## src/rtl/bus_prio_pkg.sv

```systemverilog
package bus_prio_pkg;

    localparam int OP_W = 3;

    typedef enum logic [OP_W-1:0] {
        OP_LOAD_EXT = 3'd0,
        OP_STORE    = 3'd1,
        OP_FLUSH    = 3'd2,
        OP_WBACK    = 3'd3,
        OP_TOUCH    = 3'd4,
        OP_INV_LINE = 3'd5,
        OP_INV_ALL  = 3'd6,
        OP_ZERO     = 3'd7
    } op_e;

    typedef enum logic [1:0] {
        ST_IDLE   = 2'd0,
        ST_CALM   = 2'd1,
        ST_URGENT = 2'd2
    } state_e;

    typedef struct packed {
        logic valid;
        logic hit;
        logic accept;
        logic ncload;
        logic flush;
    } nxt_t;

endpackage

```

## src/rtl/bus_prio_rule.sv

```systemverilog
module bus_prio_rule
    import bus_prio_pkg::*;
(
    input  op_e  op,
    input  nxt_t nxt,
    output logic urgent
);
    logic flush_family_urgent;

    // Line-flush and write-back share one rule: a hit keeps it calm,
    // a miss that needs the bus itself makes it urgent.
    always_comb begin
        flush_family_urgent = 1'b0;
        if (nxt.valid && !nxt.hit) begin
            flush_family_urgent = nxt.ncload | nxt.flush;
        end
    end

    always_comb begin
        urgent = 1'b0;
        unique case (op)
            OP_LOAD_EXT: urgent = 1'b1;
            OP_STORE:    urgent = nxt.valid & ~nxt.accept;
            OP_FLUSH,
            OP_WBACK:    urgent = flush_family_urgent;
            OP_TOUCH:    urgent = 1'b0;
            OP_INV_LINE,
            OP_INV_ALL,
            OP_ZERO:     urgent = 1'b0;
            default:     urgent = 1'b0;
        endcase
    end
endmodule

```

## src/rtl/bus_prio_fsm.sv

```systemverilog
module bus_prio_fsm
    import bus_prio_pkg::*;
(
    input  logic clk,
    input  logic rst_n,
    input  logic active,
    input  logic urgent,
    output logic prio
);
    state_e state_q;
    state_e state_d;

    // Transition selection: release, escalate, settle.
    always_comb begin
        if (!active) begin
            state_d = ST_IDLE;
        end else if (urgent) begin
            state_d = ST_URGENT;
        end else begin
            state_d = ST_CALM;
        end
    end

    // State register.
    always_ff @(posedge clk or negedge rst_n) begin
        if (!rst_n) begin
            state_q <= ST_IDLE;
        end else begin
            state_q <= state_d;
        end
    end

    // Output decode of the registered state.
    always_comb begin
        prio = 1'b0;
        unique case (state_q)
            ST_IDLE:   prio = 1'b0;
            ST_CALM:   prio = 1'b0;
            ST_URGENT: prio = 1'b1;
            default:   prio = 1'b0;
        endcase
    end
endmodule

```

## src/rtl/bus_prio_gen.sv

```systemverilog
module bus_prio_gen
    import bus_prio_pkg::*;
(
    input  logic            clk,
    input  logic            rst_n,
    input  logic            req_active,
    input  logic [OP_W-1:0] req_op,
    input  logic            nxt_valid,
    input  logic            nxt_hit,
    input  logic            nxt_accept,
    input  logic            nxt_ncload,
    input  logic            nxt_flush,
    output logic            prio
);
    nxt_t nxt_s;
    logic urgent_s;

    assign nxt_s = '{valid:  nxt_valid,
                     hit:    nxt_hit,
                     accept: nxt_accept,
                     ncload: nxt_ncload,
                     flush:  nxt_flush};

    bus_prio_rule rule_i (
        .op     (op_e'(req_op)),
        .nxt    (nxt_s),
        .urgent (urgent_s)
    );

    bus_prio_fsm fsm_i (
        .clk    (clk),
        .rst_n  (rst_n),
        .active (req_active),
        .urgent (urgent_s),
        .prio   (prio)
    );
endmodule

```

## config.mk

```make
export PLATFORM = sky130hd
export DESIGN_NAME = bus_prio_gen
export DESIGN_NICKNAME = d
export VERILOG_FILES = /design/src/rtl/bus_prio_pkg.sv /design/src/rtl/bus_prio_rule.sv /design/src/rtl/bus_prio_fsm.sv /design/src/rtl/bus_prio_gen.sv
export SDC_FILE = /design/constraint.sdc
export NUM_CORES = 1
export LEC_CHECK = 0
export ABC_AREA = 1
export BUFFER_PORTS_ARGS = -buffer_cell sky130_fd_sc_hd__buf_2
export CORE_AREA = 2 2 39 41
export CTS_CLUSTER_DIAMETER = 40
export DETAILED_ROUTE_END_ITERATION = 7
export DIE_AREA = 0 0 41 43
export HOLD_SLACK_MARGIN = 0.1
export SYNTH_ARGS = -nofsm -noshare
export SYNTH_HDL_FRONTEND = slang
export SYNTH_HIERARCHICAL = 1
export SYNTH_SLANG_ARGS = --single-unit
```

## constraint.sdc

```tcl
create_clock -name clk -period 0.8 [get_ports clk]
set_input_delay 0.24 -clock clk [delete_from_list [all_inputs] [get_ports clk]]
set_output_delay 0.24 -clock clk [all_outputs]
set_load 0.02 [all_outputs]
```

==> run metrics <==
hold path endpoint fsm_i/state_q[1]; total gr overflow 0; Yosys Warn Count 6; initial antenna violation count 0; max reg flops 2; WL/cell 5.45 um; DIE WIDTH 41 um; Final GP Congestion 0.618; VDD IR-drop max 0.308 mV; Clock Sinks 2; Die ar. 1760 um^2; Clock Path Buffers 2; nets@finish 50; net count after synthesis 33; Mapped Cells 22; Die H 43 um; Leakage 0.158 nW; Design Area, Final 255 um^2; Setup TNS -0.238 ns; failing checks setup timing; synth unique cells 6; fin. max-slew vios 0; Detail Route Antenna Nets 0; Synth Register Bits 2; status complete, but fails checks; Total Routing Usage GR 0.0420; Hold Path Cell Cnt 3; CP Class flop to primary output; TritonCTS clock tree done; vias in the first global route 159; max incr delay on CP 0.38 ns; CP top delay family flip-flops; post-CTS setup buffers 0; crit path cell chain nor2_4 > buf_6; Filler cells 150; CP Data Required Time 0.56 ns; # H-tree levels 1; commonest non-fill, non-tap cell in the layout buf_2; Mean Syn Cell Area 6.09 um^2; unrepaired setup endpoints after global routing true; TritonRoute pass-1 iters 1; Max-Cap Viols 0; CP max FO 1; CORE AREA 1380 um^2; Least-Margin Pin Slew 0.102 ns; vias 164; Placed Area 216 um^2; # rows 14; CP Data Arrival Time 0.80 ns; area delta synth->final 90.7%; share of post-route cells with drive strength above 1 0.514; Min Clock Period, post-route 1.04 ns; min-delay src req_active; Power Density 1550 nW/um^2; cell accounting for the most synthesized area dfrtp_1; Hold Crit Class input pin to flop; CP endpoint kind primary output; Buf+Inv Stages, Crit Path 1; Yosys top cell area share 0.374; Fmax 0.963 GHz; global-route wire length before repair 455 um; top cells by area, synth dfrtp_1, inv_1, nand2_1; Starting Density 0.0967; Syn Std Cell Area 134 um^2; ant diodes 0; largest registers fsm_i/state_q: 2 flops; Tcrit/Tclk final 1.30; clk root buf clkbuf_4; Iteration-0 DRC Markers 0; clock slew at reported path FFs 0.03 ns; final hold vios 0; most frequent cells in the layout buf_2, inv_1, nand2_1; Total Routed Length 289 um; hpwl dp 226 um; Vias/cell 3.09; largest register by flop count fsm_i/state_q; I/O Pins 12; DRC errors left 0; cts bufs inserted 3; final setup violation count 1; input/output buffers 11; fin worst setup slack -0.238 ns; sequential fraction of the synthesis area 0.374; Slew headroom 0.932; Worst Hold Slack 0.221 ns; pin count of the biggest net entering global routing 3; CP Launch Type flop; CP max stage cell dfrtp_1
[layout make-up]
type | count | area (um^2) | share of cell area
flip-flops and latches | 2 | 50.0 | 0.196
clock buffers | 3 | 22.5 | 0.0882
multi-input cells | 12 | 61.3 | 0.240
inverters | 8 | 30.0 | 0.118
repair buffers | 12 | 71.3 | 0.279
well taps | 16 | 20.0 | 0.0784
[worst min-delay path: cells and delay by family]
family                 cells  cell delay (ns)
buffers and inverters      2             0.13
and+or+nand+nor            1             0.04
[timing repair]
item                       4_1_cts  5_1_grt
setup endpoints to repair        1        1
resized for setup                3        0
hold buffers                     1        0
pin swaps                        1        0
hold endpoints to repair         2        0
cloned                           0        0
[cell families (layout without fill, tap and decap cells)]
logic type	Yosys count	after routing	synth area share
buffers and inverters	8	23	0.224
AND/OR/NAND/NOR	12	12	0.402
flip-flops	2	2	0.374
[synthesized netlist by cell type]
master	count
nand2_1	6
dfrtp_1	2
nor2_1	2
nor2_2	3
nand3_1	1
inv_1	8
[through the flow]
step / instances / total power, mW / setup slack (ns) / utilization
finish: 53 / 0.396 / -0.238 / 0.184
global route: 53 / 0.419 / -0.275 / 0.184
CTS: 53 / 0.416 / -0.253 / 0.184
floorplan: 22 / 0.140 / 0.0245 / -
detailed placement: 49 / 0.172 / -0.0589 / 0.156
global placement: 49 / 0.170 / -0.0548 / 0.156
[worst max path at each step]
stage	startpoint	to	cells past startpoint
final	fsm_i/state_q[0]	prio	2
after global routing	fsm_i/state_q[1]	prio	3
after CTS	fsm_i/state_q[0]	prio	2
after detailed placement	fsm_i/state_q[0]	prio	2
after global placement	fsm_i/state_q[0]	prio	2
after floorplan	fsm_i/state_q[0]	prio	1
[metal layers]
layer / routed length, um / vias up / GRT usage
met4: 0 / 0 / 0.0800
met1: 91 / 65 / 0.0350
met5: 0 / - / 0
met3: 32 / 0 / 0
met2: 165 / 10 / 0.0594
li1: - / 89 / -
[where the power goes]
group / internal [mW] / leakage (nW) / switching, mW
Clock: 0.165 / 0.0138 / 0.0541
Combinational: 0.0356 / 0.119 / 0.0297
Sequential: 0.108 / 0.0257 / 0.00366
No activity file was read; power rests on OpenSTA's default activity.
